$ cat src/rtl/tdm_slot_pkg.sv
package tdm_slot_pkg;

  localparam int OFS_W = 8;

  localparam logic [1:0] EN_BOTH  = 2'd0;
  localparam logic [1:0] EN_LEFT  = 2'd1;
  localparam logic [1:0] EN_RIGHT = 2'd2;
  localparam logic [1:0] EN_NONE  = 2'd3;

  typedef struct packed {
    logic [OFS_W-1:0] ofs1;
    logic [OFS_W-1:0] ofs2;
    logic             split;
    logic             swap;
    logic [1:0]       en;
    logic             early;
  } tdm_ctrl_t;

  // start position of the second slot in bit clocks from frame start
  function automatic int slot2_base(tdm_ctrl_t c, int w);
    return int'(c.ofs1) + w + (c.split ? int'(c.ofs2) : 0);
  endfunction

  // whether the given channel side may drive under the enable code
  function automatic logic side_enabled(logic [1:0] en, logic right);
    if (right) return (en == EN_BOTH) || (en == EN_RIGHT);
    return (en == EN_BOTH) || (en == EN_LEFT);
  endfunction

endpackage

$ cat src/rtl/tdm_edge_det.sv
module tdm_edge_det (
  input  logic clk,
  input  logic rst_n,
  input  logic bclk,
  input  logic wclk,
  output logic bclk_rise,
  output logic bclk_fall,
  output logic frame_start
);
  logic bclk_q;
  logic wclk_s;

  always_ff @(posedge clk or negedge rst_n) begin
    if (!rst_n) begin
      bclk_q <= 1'b0;
      wclk_s <= 1'b0;
    end else begin
      bclk_q <= bclk;
      if (bclk_rise) wclk_s <= wclk;
    end
  end

  assign bclk_rise   = bclk & ~bclk_q;
  assign bclk_fall   = ~bclk & bclk_q;
  assign frame_start = bclk_rise & wclk & ~wclk_s;

endmodule

$ cat src/rtl/tdm_frame_ctl.sv
module tdm_frame_ctl
  import tdm_slot_pkg::*;
#(
  parameter int SAMPLE_W = 16,
  parameter int POS_W    = 10
) (
  input  logic                clk,
  input  logic                rst_n,
  input  logic                bclk_fall,
  input  logic                frame_start,
  input  tdm_ctrl_t           ctrl_in,
  input  logic [SAMPLE_W-1:0] left_in,
  input  logic [SAMPLE_W-1:0] right_in,
  output tdm_ctrl_t           ctrl_q,
  output logic [SAMPLE_W-1:0] left_q,
  output logic [SAMPLE_W-1:0] right_q,
  output logic [POS_W-1:0]    pos_nxt,
  output logic                active_nxt
);
  localparam logic [POS_W-1:0] POS_MAX = '1;

  logic [POS_W-1:0] pos;
  logic             active;
  logic             armed;

  // position of the bit period that the next falling edge opens
  always_comb begin
    pos_nxt    = pos;
    active_nxt = active;
    if (armed) begin
      pos_nxt    = '0;
      active_nxt = 1'b1;
    end else if (active && pos != POS_MAX) begin
      pos_nxt = pos + 1'b1;
    end
  end

  always_ff @(posedge clk or negedge rst_n) begin
    if (!rst_n) begin
      ctrl_q  <= '0;
      left_q  <= '0;
      right_q <= '0;
      pos     <= '0;
      active  <= 1'b0;
      armed   <= 1'b0;
    end else if (frame_start) begin
      ctrl_q  <= ctrl_in;
      left_q  <= left_in;
      right_q <= right_in;
      armed   <= 1'b1;
    end else if (bclk_fall) begin
      pos    <= pos_nxt;
      active <= active_nxt;
      armed  <= 1'b0;
    end
  end

  AST_CTRL_HOLD: assert property (@(posedge clk) disable iff (!rst_n)
    !$past(frame_start) |-> ($stable(ctrl_q) && $stable(left_q) && $stable(right_q)));

endmodule

$ cat src/rtl/tdm_slot_map.sv
module tdm_slot_map
  import tdm_slot_pkg::*;
#(
  parameter int SAMPLE_W = 16,
  parameter int POS_W    = 10
) (
  input  logic [POS_W-1:0]    pos,
  input  logic                active,
  input  tdm_ctrl_t           ctrl,
  input  logic [SAMPLE_W-1:0] left_w,
  input  logic [SAMPLE_W-1:0] right_w,
  output logic                hit1,
  output logic                hit2,
  output logic                right_sel,
  output logic                drive,
  output logic                bit_val,
  output logic                last_bit
);
  localparam int IDX_W = $clog2(SAMPLE_W);

  logic [IDX_W-1:0] idx;

  always_comb begin
    int p;
    int s1;
    int s2;
    int k;
    p  = int'(pos);
    s1 = int'(ctrl.ofs1);
    s2 = slot2_base(ctrl, SAMPLE_W);
    hit1 = active && (p >= s1) && (p < s1 + SAMPLE_W);
    hit2 = active && (p >= s2) && (p < s2 + SAMPLE_W);
    right_sel = hit2 ? ~ctrl.swap : ctrl.swap;
    k = hit2 ? (p - s2) : (p - s1);
    idx = (hit1 || hit2) ? IDX_W'(SAMPLE_W - 1 - k) : '0;
    bit_val  = right_sel ? right_w[idx] : left_w[idx];
    drive    = (hit1 || hit2) && side_enabled(ctrl.en, right_sel);
    last_bit = (hit1 || hit2) && (k == SAMPLE_W - 1);
  end

endmodule

$ cat src/rtl/tdm_slot_tx.sv
module tdm_slot_tx
  import tdm_slot_pkg::*;
#(
  parameter int SAMPLE_W = 16
) (
  input  logic                clk,
  input  logic                rst_n,
  input  logic                bclk,
  input  logic                wclk,
  input  logic [SAMPLE_W-1:0] left_smp,
  input  logic [SAMPLE_W-1:0] right_smp,
  input  logic [OFS_W-1:0]    slot_ofs,
  input  logic [OFS_W-1:0]    slot2_ofs,
  input  logic                split_mode,
  input  logic                swap_en,
  input  logic [1:0]          chan_en,
  input  logic                early_hiz,
  output logic                sdata,
  output logic                sdata_oe
);
  localparam int POS_W = $clog2(2 * (1 << OFS_W) + 2 * SAMPLE_W + 1);

  // named events for assertions
  logic bclk_rise;
  logic bclk_fall;
  logic frame_start;

  tdm_ctrl_t           ctrl_in;
  tdm_ctrl_t           ctrl_q;
  logic [SAMPLE_W-1:0] left_q;
  logic [SAMPLE_W-1:0] right_q;
  logic [POS_W-1:0]    pos_nxt;
  logic                active_nxt;

  logic hit1_n, hit2_n, right_n, drv_n, bit_n, last_n;
  logic last_q;
  logic chan_right_q;

  assign ctrl_in = '{ofs1: slot_ofs, ofs2: slot2_ofs, split: split_mode,
                     swap: swap_en, en: chan_en, early: early_hiz};

  tdm_edge_det u_edge (
    .clk         (clk),
    .rst_n       (rst_n),
    .bclk        (bclk),
    .wclk        (wclk),
    .bclk_rise   (bclk_rise),
    .bclk_fall   (bclk_fall),
    .frame_start (frame_start)
  );

  tdm_frame_ctl #(.SAMPLE_W(SAMPLE_W), .POS_W(POS_W)) u_frame (
    .clk         (clk),
    .rst_n       (rst_n),
    .bclk_fall   (bclk_fall),
    .frame_start (frame_start),
    .ctrl_in     (ctrl_in),
    .left_in     (left_smp),
    .right_in    (right_smp),
    .ctrl_q      (ctrl_q),
    .left_q      (left_q),
    .right_q     (right_q),
    .pos_nxt     (pos_nxt),
    .active_nxt  (active_nxt)
  );

  tdm_slot_map #(.SAMPLE_W(SAMPLE_W), .POS_W(POS_W)) u_map (
    .pos       (pos_nxt),
    .active    (active_nxt),
    .ctrl      (ctrl_q),
    .left_w    (left_q),
    .right_w   (right_q),
    .hit1      (hit1_n),
    .hit2      (hit2_n),
    .right_sel (right_n),
    .drive     (drv_n),
    .bit_val   (bit_n),
    .last_bit  (last_n)
  );

  // output stage: launch on falling edges, optional early release on rising
  always_ff @(posedge clk or negedge rst_n) begin
    if (!rst_n) begin
      sdata        <= 1'b0;
      sdata_oe     <= 1'b0;
      last_q       <= 1'b0;
      chan_right_q <= 1'b0;
    end else if (bclk_fall) begin
      sdata        <= drv_n ? bit_n : 1'b0;
      sdata_oe     <= drv_n;
      last_q       <= drv_n & last_n;
      chan_right_q <= right_n;
    end else if (bclk_rise && ctrl_q.early && last_q) begin
      sdata_oe <= 1'b0;
    end
  end

  AST_OE_RISE_ON_FALL: assert property (@(posedge clk) disable iff (!rst_n)
    $rose(sdata_oe) |-> $past(bclk_fall));

  AST_SD_HOLD: assert property (@(posedge clk) disable iff (!rst_n)
    !$past(bclk_fall) |-> $stable(sdata));

  AST_EARLY_ONLY: assert property (@(posedge clk) disable iff (!rst_n)
    ($fell(sdata_oe) && !$past(bclk_fall)) |-> ($past(ctrl_q.early) && $past(last_q)));

  AST_SLOTS_DISJOINT: assert property (@(posedge clk) disable iff (!rst_n)
    !(hit1_n && hit2_n));

  AST_ENABLED_ONLY: assert property (@(posedge clk) disable iff (!rst_n)
    $rose(sdata_oe) |-> side_enabled(ctrl_q.en, chan_right_q));

endmodule

$ cat config.mk
export PLATFORM = sky130hd
export DESIGN_NAME = tdm_slot_tx
export DESIGN_NICKNAME = d
export VERILOG_FILES = /design/src/rtl/tdm_slot_pkg.sv /design/src/rtl/tdm_edge_det.sv /design/src/rtl/tdm_frame_ctl.sv /design/src/rtl/tdm_slot_map.sv /design/src/rtl/tdm_slot_tx.sv
export SDC_FILE = /design/constraint.sdc
export NUM_CORES = 1
export LEC_CHECK = 0
export ABC_AREA = 1
export BUFFER_PORTS_ARGS = -buffer_cell sky130_fd_sc_hd__buf_4
export CAP_MARGIN = 5
export CORE_ASPECT_RATIO = 2
export CORE_UTILIZATION = 49
export CTS_CLUSTER_DIAMETER = 40
export CTS_CLUSTER_SIZE = 12
export DETAILED_ROUTE_END_ITERATION = 10
export HOLD_SLACK_MARGIN = 0.06
export PLACE_DENSITY = 0.69
export SLEW_MARGIN = 20
export SYNTH_ARGS = -nofsm -noshare
export SYNTH_HDL_FRONTEND = slang
export SYNTH_SLANG_ARGS = --single-unit
$ cat constraint.sdc
create_clock -name clk -period 4.7 [get_ports clk]
set_input_delay 0.47 -clock clk [delete_from_list [all_inputs] [get_ports clk]]
set_output_delay 0.47 -clock clk [all_outputs]
set_load 0.1 [all_outputs]
Word level (Yosys, flattened, before mapping)
Index checks and enable logic that the tools add are counted.

cells by class
  mux-type cells = 20
  reductions and logical operators = 16
  equal/unequal tests = 4
  $lt $le $gt $ge = 5
  bitwise gates (word level) = 10
  add/subtract/negate cells = 7

operator list
  cell                   number
  $lt 11x32->1           2
  $add 10x32->32         1
  $add 32x6->32 const B  1
  $eq 32x5->1 const B    1
  $ge 11x32->1           1
  $mux 32                1
  $sub 11x32->32         1
  $mux 10                2
  $mux 1                 13
  $sub 10x8->11          1
  $add 10x1->10 const B  1
  $ge 10x8->1            1
  $ne 10x10->1 const B   1
  $add 8x5->9 const B    1
  $logic_and 1x1->1      9
  $bmux 1 s4             2
  $mux 8                 1
  $and 1x1->1            5
  $lt 4x5->1 const B     1
  $not 1->1              5
  $mux 4                 1
  $reduce_bool 2->1      2
  $sub 1x4->4 const A    1
  $logic_or 1x1->1       3
  4 further kinds        4

storage, ports and cells
  bits of input ports = 57
  bits in registers = 70
  logic and storage cells = 78

Longest topological paths before layout
Gate-level depths: netlist of run 1.

  depth in word-level cells = 14
  gate-level depth with buffers = 34

Modules after synthesis
Synthesis of run 1 repeated with hierarchy kept, for this count alone.

unflattened totals
  cell total of the unflattened synthesis = 783
  area, all modules = 5,472.7 µm²

modules (own cells, without submodules)
  module         area an instance (µm²)  instances  sequential area each (µm²)  cells each
  tdm_frame_ctl  2,815.2                 1          1,626.6                     344
  tdm_slot_map   2,442.3                 1          0.0                         414
  tdm_slot_tx    126.4                   1          75.1                        15
  tdm_edge_det   88.8                    1          50.0                        10

Worst setup path after synthesis of run 1
Ideal clock, no wire load.

  kind = reg2reg
  start point = register, netlist name u_frame.ctrl_q[4]
  end point = register sdata
  clock period less this slack = 3,982 ps
  stages on the path, launching flop included = 33
  arrival time = 3,862 ps
  setup time = 120 ps
  required time = 4,580 ps
  setup slack = 718 ps
  cells stage by stage = dfrtp_1 -> buf_4 -> nand2_1 -> inv_1 -> ha_1 -> inv_1 -> fa_1 -> o21ai_0 -> xor2_1 -> inv_1 -> nor2_1 -> nand2_1 -> nand2_1 -> nand2_1 -> ha_1 -> a21oi_1 -> o221ai_1 -> nand3_1 -> nand2_1 -> nor2_1 -> nand2_2 -> buf_6 -> nand2_4 -> buf_6 -> inv_4 -> nor2_8 -> inv_2 -> nand3_1 -> nand3_1 -> nand2_1 -> nand2_1 -> nand3_1 -> nand2_1

on the way
  word-level cells in the longest chain between the ends = 12
  elaborated cells on any way between the ends = 22

RTL lines
  what                                                      RTL line            RTL
  $mux 8 *                                                  tdm_slot_pkg.sv:21  return int'(c.ofs1) + w + (c.split ? int'(c.ofs2) : 0);
  $add 10x32->32 *                                          tdm_slot_pkg.sv:21
  $add 32x6->32 / $ge 11x32->1 (equally long branches)      tdm_slot_map.sv:32  hit2 = active && (p >= s2) && (p < s2 + SAMPLE_W);
  $lt 11x32->1 / $logic_and 1x1->1 (equally long branches)  tdm_slot_map.sv:32
  $logic_and 1x1->1                                         tdm_slot_map.sv:32
  $mux 32                                                   tdm_slot_map.sv:34  k = hit2 ? (p - s2) : (p - s1);
  $sub 1x4->4                                               tdm_slot_map.sv:35  idx = (hit1 || hit2) ? IDX_W'(SAMPLE_W - 1 - k) : '0;
  $mux 4                                                    tdm_slot_map.sv:35
  $bmux 1 s4                                                tdm_slot_map.sv:36  bit_val = right_sel ? right_w[idx] : left_w[idx];
  $mux 1 (implied by the code)                              tdm_slot_map.sv:36
  $mux 1                                                    tdm_slot_map.sv:36
  $mux 1 *                                                  tdm_slot_tx.sv:89   sdata <= drv_n ? bit_n : 1'b0;
  end signal, assigned                                      tdm_slot_tx.sv:89
  end, declared                                             tdm_slot_tx.sv:18   output logic sdata,

Mark *: on every way between the ends. The rest lies on a longest branch, timed or not. The select of a mux whose other input is x is not followed.
A chain may end at the register's enable or synchronous reset.

Worst setup path after layout of run 1
  start point = register, netlist name u_frame.ctrl_q[13]
  end point = register last_q

on the way
  word-level cells in the longest chain between the ends = 10
  elaborated cells on any way between the ends = 22

RTL lines
  what                                                    RTL line           RTL
  branches (longest 9 deep; another with $add 10x32->32)  -
  $and 1x1->1 *                                           tdm_slot_tx.sv:91  last_q <= drv_n & last_n;
  end signal, assigned                                    tdm_slot_tx.sv:91
  end, declared                                           tdm_slot_tx.sv:36  logic last_q;

Every way passes the cells marked *.

==> run summary, run 1 <==
Root buffer cell -> clkbuf_16
Final Max Tran Viols -> 0
Via density -> 5.359
Peak supply drop -> 379.2 uV
Hold_buf cts -> 0
Reg2reg path depth -> 22
Slew HR -> 0.4170
CP required -> 4.95 ns
Largest net degree at the start of global routing -> 71
N_diodes -> 0
Vias in the first global route -> 4785
Final Net Count -> 818
Nature of the critical path endpoint -> flip-flop
Die Span Y -> 147.5 um
Worst Path Arrival -> 4.62 ns
Post-DP HPWL -> 10.62 mm
Post-Synth Adder-Cell Area -> 0.1023
Vias -> 4614
Max Cap Viol -> 0
Startpoint types -> flip-flop
Clock-pin slew on the worst setup and hold paths -> 0.06 ns
Bufs on Longest Clock Path -> 2
EDFF count, synth -> 0
Initial Util -> 0.5076
Fin area -> 6287 um2
Final worst slack -> 0.3289 ns
PortBufs -> 58
Setup CP Type -> reg -> reg
Syn_nets -> 742
Dpl ws -> -0.04993 ns
Cells after synthesis -> 645
Clock Latency Late Sink -> 0.33 ns
Commonest cells after routing, fill and taps aside -> 146 x nand2_1, 84 x inv_1, 77 x buf_4
First-pass GRT wire length -> 21.81 mm
Tightest Pin Transition -> 0.8746 ns
Hold Path Class -> in -> async
Layout cells sized above 1 -> 0.2576
Routed len/inst -> 15.37 um
Distinct cells, synth -> 43
Worst hold slack -> 0.2515 ns
Avg Synthesized Cell Area -> 8.039 um2
GR Overflow Total -> 0
Most common cell after layout, fill and taps aside -> nand2_1
Std cell rows -> 52
Placed instance area -> 5843 um2
Power per standard cell area -> 561.4 nW/um2
Main combinational cell family by area after synthesis -> simple AND/OR/NAND/NOR gates
Num CTS Buffers -> 9
Initial antenna violation count -> 0
Area grow syn2layout -> 21.26%
CTS tree -> done
CP max FO -> 4
GRT Util Overall -> 0.2642
Post-synthesis mux area share -> 0.09990
Synth Area in XOR/XNOR -> 0.03378
Die Area -> 11020 um2
I/O pins -> 59
Lkg Pwr -> 3.297 nW
Compound-cell area share of the yosys netlist -> 0.07336
Antenna Nets Post-Route -> 0
Fmax -> 0.2288 GHz
Setup slack, reg-to-reg -> 0.33 ns
Post-synthesis sequential area ratio -> 0.3378
Die X -> 74.74 um
R2R Path End -> last_q
Count of clock tree sinks -> 70
Tcrit/Tclk final -> 0.9300
Final setup fails -> 0
Routed wire length -> 13.23 mm
H-tree depth -> 3
Minimum clock period -> 4.371 ns
Simple-Gate Fraction of Synth Area -> 0.2686
R2r startpoint -> u_frame.ctrl_q[13]
Final hold vios -> 0
Synthesis Warnings -> 0
DR pass1 iterations -> 4
Register bit total from synthesis -> 70
RD Place Congestion -> 0.9549
Status -> finished, final reports clean
Post-synth ARST share -> 1.000
Mapped cell area -> 5185 um2
Primary FF master, synth -> dfrtp_1
Residual DRC -> 0
DRT iter0 DRCs -> 186
Core area -> 10210 um2
Setup Skew -> 0.004999 ns
## where the power goes
part / total, mW / switching (mW) / internal (mW) / leakage [nW]
combinational: 1.95 / 1.17 / 0.773 / 2.29
clock: 0.737 / 0.257 / 0.480 / 0.156
sequential: 0.846 / 0.102 / 0.744 / 0.853
## cell type report
type / instances / area [um2]
fillers: 921 / 3928
multi-input cells: 468 / 3087
flip-flops and latches: 70 / 1752
repair buffers: 78 / 598.1
inverters: 94 / 357.8
clock buffers: 11 / 242.7
well taps: 135 / 168.9
clock inverters: 5 / 81.33
## flip-flops by register name (all words and copies together), names as in the netlist
name	count
u_frame.armed	1
u_frame.left_q	16
last_q	1
sdata_oe	1
u_frame.active	1
sdata	1
u_edge.wclk_s	1
u_frame.ctrl_q	21
u_frame.pos	10
u_frame.right_q	16
u_edge.bclk_q	1
## synth_stat cells (8+ instances only)
| cell | n | area [um2] |
|---|---|---|
| nand2_1 | 146 | 548.0 |
| o21ai_0 | 24 | 120.1 |
| nand2_2 | 9 | 56.30 |
| clkbuf_1 | 8 | 30.03 |
| nand3_1 | 67 | 335.3 |
| ha_1 | 36 | 450.4 |
| dfrtp_1 | 70 | 1752 |
| xor2_1 | 17 | 148.9 |
| nand4_1 | 11 | 68.82 |
| a21oi_1 | 32 | 160.2 |
| mux2_2 | 46 | 518.0 |
| nor2_1 | 31 | 116.4 |
| inv_1 | 84 | 315.3 |
## stage by stage
stage | std cells | util | power, mW | TNS [ns]
4_1_cts | 858 | 0.6040 | 3.433 | 0
2_1_floorplan | 645 | - | 2.168 | 0
6_report | 861 | 0.6155 | 3.530 | 0
3_3_place_gp | 842 | 0.5720 | 2.620 | 0
5_1_grt | 861 | 0.6155 | 3.818 | -0.05527
3_5_place_dp | 842 | 0.5720 | 2.674 | -0.04993
## kinds of logic (layout without fill, tap and decap cells)
kind of cell / count (synthesis) / after routing
and+or+nand+nor: 293 / 293
buffers and inverters: 107 / 188
DFF: 70 / 70
AOI/OAI and AO/OA: 69 / 69
muxes: 46 / 46
adders and majority gates: 40 / 40
xor gates and xnor gates: 20 / 20
## what timing repair did
action                                  CTS  global route
endpoints found under the setup margin    1             2
buffers inserted                          0             3
gates resized for setup                   2            18
pin swaps                                 0             2
## worst max-delay path by stage
stage / startpoint / endpoint
6_report: u_frame.ctrl_q[13] / last_q
3_3_place_gp: u_frame.ctrl_q[4] / sdata
4_1_cts: u_frame.pos[1] / sdata
3_5_place_dp: u_frame.ctrl_q[5] / sdata
2_1_floorplan: u_frame.ctrl_q[4] / sdata
5_1_grt: u_frame.pos[1] / last_q
## per-layer routing
metal / vias to the layer above / GRT usage / wire [um]
met5: - / 0 / 0
met4: 0 / 0.1689 / 852
met3: 52 / 0.03749 / 312
met2: 114 / 0.4937 / 7529
met1: 2170 / 0.2539 / 4540
li1: 2278 / - / -
## worst max-delay path: stages (launching register included)
cell	delay [ns]
dfrtp_1	0.43
ha_1	0.22
inv_1	0.06
fa_1	0.42
o21ai_2	0.23
nand4_1	0.10
nand2_1	0.11
xor2_1	0.23
inv_1	0.11
ha_1	0.37
nand2_1	0.10
nand2_1	0.06
nand3_1	0.07
nand2_1	0.07
a21oi_1	0.08
fa_1	0.49
o2111ai_1	0.14
a211oi_2	0.27
o2111ai_1	0.14
o41ai_1	0.28
buf_4	0.16
nand3_1	0.06
o21ai_1	0.08
No activity file was read; power rests on OpenSTA's default activity.
==> run 2: changes to the inputs <==
--- a/config.mk
+++ b/config.mk
@@ -14,7 +14,7 @@
 export CTS_CLUSTER_SIZE = 12
 export DETAILED_ROUTE_END_ITERATION = 10
 export HOLD_SLACK_MARGIN = 0.06
-export PLACE_DENSITY = 0.69
+export PLACE_DENSITY = 0.71
 export SLEW_MARGIN = 20
 export SYNTH_ARGS = -nofsm -noshare
 export SYNTH_HDL_FRONTEND = slang
==> constraint.sdc (replaced) <==
create_clock -name clk -period 3.9 [get_ports clk]
set_input_delay 0 -clock clk [delete_from_list [all_inputs] [get_ports clk]]
set_output_delay 0 -clock clk [all_outputs]
set_load 0.1 [all_outputs]
==> run 2 against run 1 <==
- the flow now finishes with violations (setup timing)
- utilization rose by 16 points
- sequential power rose by 23%
- register-to-register slack got worse by 0.85 ns
- fmax fell by 1.2%
- final cell count rose by 17%
- clock skew rose by 0.0047 ns
- die area did not move
- flip-flop and latch count did not move
- clock-buffer cell count fell by 1
- critical path type unchanged
- clock power rose by 5.3%
==> run summary, run 2 (synthesis gave the netlist of run 1 again) <==
Die X -> 74.74 um (unchanged)
Post-DP HPWL -> 11.87 mm (+12%)
GRT Util Overall -> 0.3359 (+0.07164)
Root buffer cell -> clkbuf_16
Tcrit/Tclk final -> 1.135 (+0.2045)
Lkg Pwr -> 4.006 nW (+22%)
Num CTS Buffers -> 9 (unchanged)
Slowest CP cell -> xor2_1
RSZ-0062 raised after global routing -> true
Final hold vios -> 0 (unchanged)
Logic gate share of total power -> 0.671 (+0.119)
Vias in the first global route -> 5823 (+22%)
Nature of the critical path endpoint -> flip-flop
RD Place Congestion -> 0.9808 (+2.7%)
Area of the multi-input gates -> 3488 um2 (+13%)
Failing checks -> setup timing
Minimum clock period -> 4.425 ns (+0.05357 ns)
Setup Skew -> 0.009682 ns (+0.004683 ns)
First-pass GRT wire length -> 27.57 mm (+26%)
Std cell rows -> 52 (unchanged)
Hold Path Class -> in -> async
Largest net degree at the start of global routing -> 71 (unchanged)
Max Cap Viol -> 0 (unchanged)
Clk pwr share -> 0.140 (-0.069)
Commonest cells after routing, fill and taps aside -> 165 x buf_4, 130 x nand2_1, 77 x inv_1
Power per standard cell area -> 697.4 nW/um2 (+24%)
DRT iter0 DRCs -> 457 (+150%)
Die Span Y -> 147.5 um (unchanged)
Peak supply drop -> 566.8 uV (+49%)
R2r startpoint -> u_frame.ctrl_q[4]
Crit-path leading delay family -> simple AND/OR/NAND/NOR gates
Tightest Pin Transition -> 1.113 ns (+0.2380 ns)
Slew HR -> 0.2574 (-0.1595)
Worst Path Arrival -> 4.65 ns (+0.03 ns)
Setup slack, reg-to-reg -> -0.52 ns (-0.85 ns)
CP max FO -> 8 (+4)
Switching pwr -> 2.546 mW (+66%)
Largest Register -> u_frame.ctrl_q
Critical Path Most Common Cell -> nand2_1
Status -> finished with violations
Final std cells w/o fill -> 1011 (+17%)
Sw frac -> 0.4608 (+0.02633)
Routed wire length -> 19.73 mm (+49%)
Bufs on Longest Clock Path -> 2 (unchanged)
I/O pins -> 59 (unchanged)
Sequential standard cell area -> 1753 um2 (about the same)
Initial Util -> 0.5076 (unchanged)
Clock-pin slew on the worst setup and hold paths -> 0.06 ns (about the same)
CP Buf/Inv Count -> 6 (+3)
Residual DRC -> 0 (unchanged)
Setup CP Type -> reg -> reg
GR Overflow Total -> 0 (unchanged)
Crit-path max cell delay -> 0.53 ns (+0.04 ns)
Most common cell after layout, fill and taps aside -> buf_4
Internal power -> 2.979 mW (+49%)
Biggest regs -> u_frame.ctrl_q x21, u_frame.left_q x16, u_frame.right_q x16
Via density -> 5.715 (+6.6%)
R2R Path End -> sdata
Layout cells sized above 1 -> 0.4053 (+0.1477)
Startpoint types -> flip-flop
N_diodes -> 0 (unchanged)
Max reg flops -> 21 (unchanged)
Fin util -> 0.7756 (+0.1601)
Final Net Count -> 968 (+18%)
Routed len/inst -> 19.51 um (+27%)
Antenna Nets Post-Route -> 0 (unchanged)
Area grow syn2layout -> 52.80%
CP required -> 4.13 ns (-0.82 ns)
Final setup fails -> 3 (+3)
Fillers -> 636 (-31%)
Fmax -> 0.2260 GHz (-1.2%)
Placed cells -> 923 (+9.6%)
Final Max Tran Viols -> 0 (unchanged)
Count of clock tree sinks -> 70 (unchanged)
PortBufs -> 58 (unchanged)
H-tree depth -> 3 (unchanged)
Sequential Power Share -> 0.189 (-0.051)
Final worst slack -> -0.5247 ns (-0.8536 ns)
DR pass1 iterations -> 8 (+4)
Die Area -> 11020 um2 (unchanged)
Clock Latency Late Sink -> 0.35 ns (+0.02 ns)
Initial antenna violation count -> 0 (unchanged)
Vias -> 5778 (+25%)
Core area -> 10210 um2 (unchanged)
CTS tree -> done
Reg2reg path depth -> 28 (+27%)
[run 2: cell types whose count changed in the layout (fill, tap and decap cells not counted), moves of 8 or more]
cell	change
ha_1	-10
nand3_1	-13
buf_4	+88
nand2_2	+13
a21oi_1	-9
dlygate4sd3_1	+56
nand2_1	-16
a21oi_2	+8
ha_4	+10
nand3_2	+12
[run 2: layer usage]
layer / routed length [um] / vias up / GRT usage
met5: 0 / - / 0
met4: 2071 / 0 / 0.2509
met3: 993 / 158 / 0.04635
met2: 10540 / 345 / 0.6081
met1: 6121 / 2707 / 0.3256
li1: - / 2568 / -
[run 2: worst register-to-register path: cells and delay by family (launching register included)]
family	cells	cell delay, ns
DFF	1	0.38
AOI/OAI and AO/OA	3	0.62
adders and majority gates	2	0.55
buffers and inverters	6	0.69
xor gates and xnor gates	1	0.53
and+or+nand+nor	16	1.57
[run 2: what timing repair did]
action / CTS / global route
hold endpoints to repair: 125 / 0
hold buffers: 56 / 0
gates resized for setup: 17 / 94
pin swaps: 12 / 45
setup endpoints to repair: 3 / 3
buffers inserted: 5 / 12
[run 2: power groups by stage]
stage	Clock (mW)	Combinational, mW	Sequential, mW
2_1_floorplan	0	1.61	1.01
3_3_place_gp	0	2.62	1.01
3_5_place_dp	0	2.70	1.02
4_1_cts	0.773	2.88	1.01
5_1_grt	0.806	3.97	1.05
6_report	0.776	3.71	1.04
[run 2: stage by stage]
stage,setup WS [ns],power [mW],TNS [ns],area (um2),hold WS (ns)
floorplan,0.006013,2.618,0,5192,-0.2956
global placement,-0.2168,3.637,-0.5450,6459,0.1203
detailed placement,-0.3974,3.724,-1.010,6459,0.1256
CTS,-0.3096,4.663,-0.7941,7398,0.3239
global route,-0.7141,5.825,-1.882,7923,0.3700
finish,-0.5247,5.525,-1.293,7923,0.3396
[run 2: cell type report]
cell class,count,area share
repair buffers,228,0.2370
inverters,94,0.04548
flip-flops and latches,70,0.2213
clock buffers,10,0.02890
well taps,135,0.02132
clock inverters,6,0.005685
multi-input cells,468,0.4403
[run 2: worst max path at each step]
stage	startpoint	endpoint	depth (start not counted)
floorplan	u_frame.ctrl_q[4]	last_q	24
global placement	u_frame.pos[0]	last_q	28
detailed placement	u_frame.ctrl_q[4]	last_q	26
CTS	u_frame.ctrl_q[5]	last_q	26
global route	u_frame.ctrl_q[4]	sdata	29
finish	u_frame.ctrl_q[4]	sdata	28
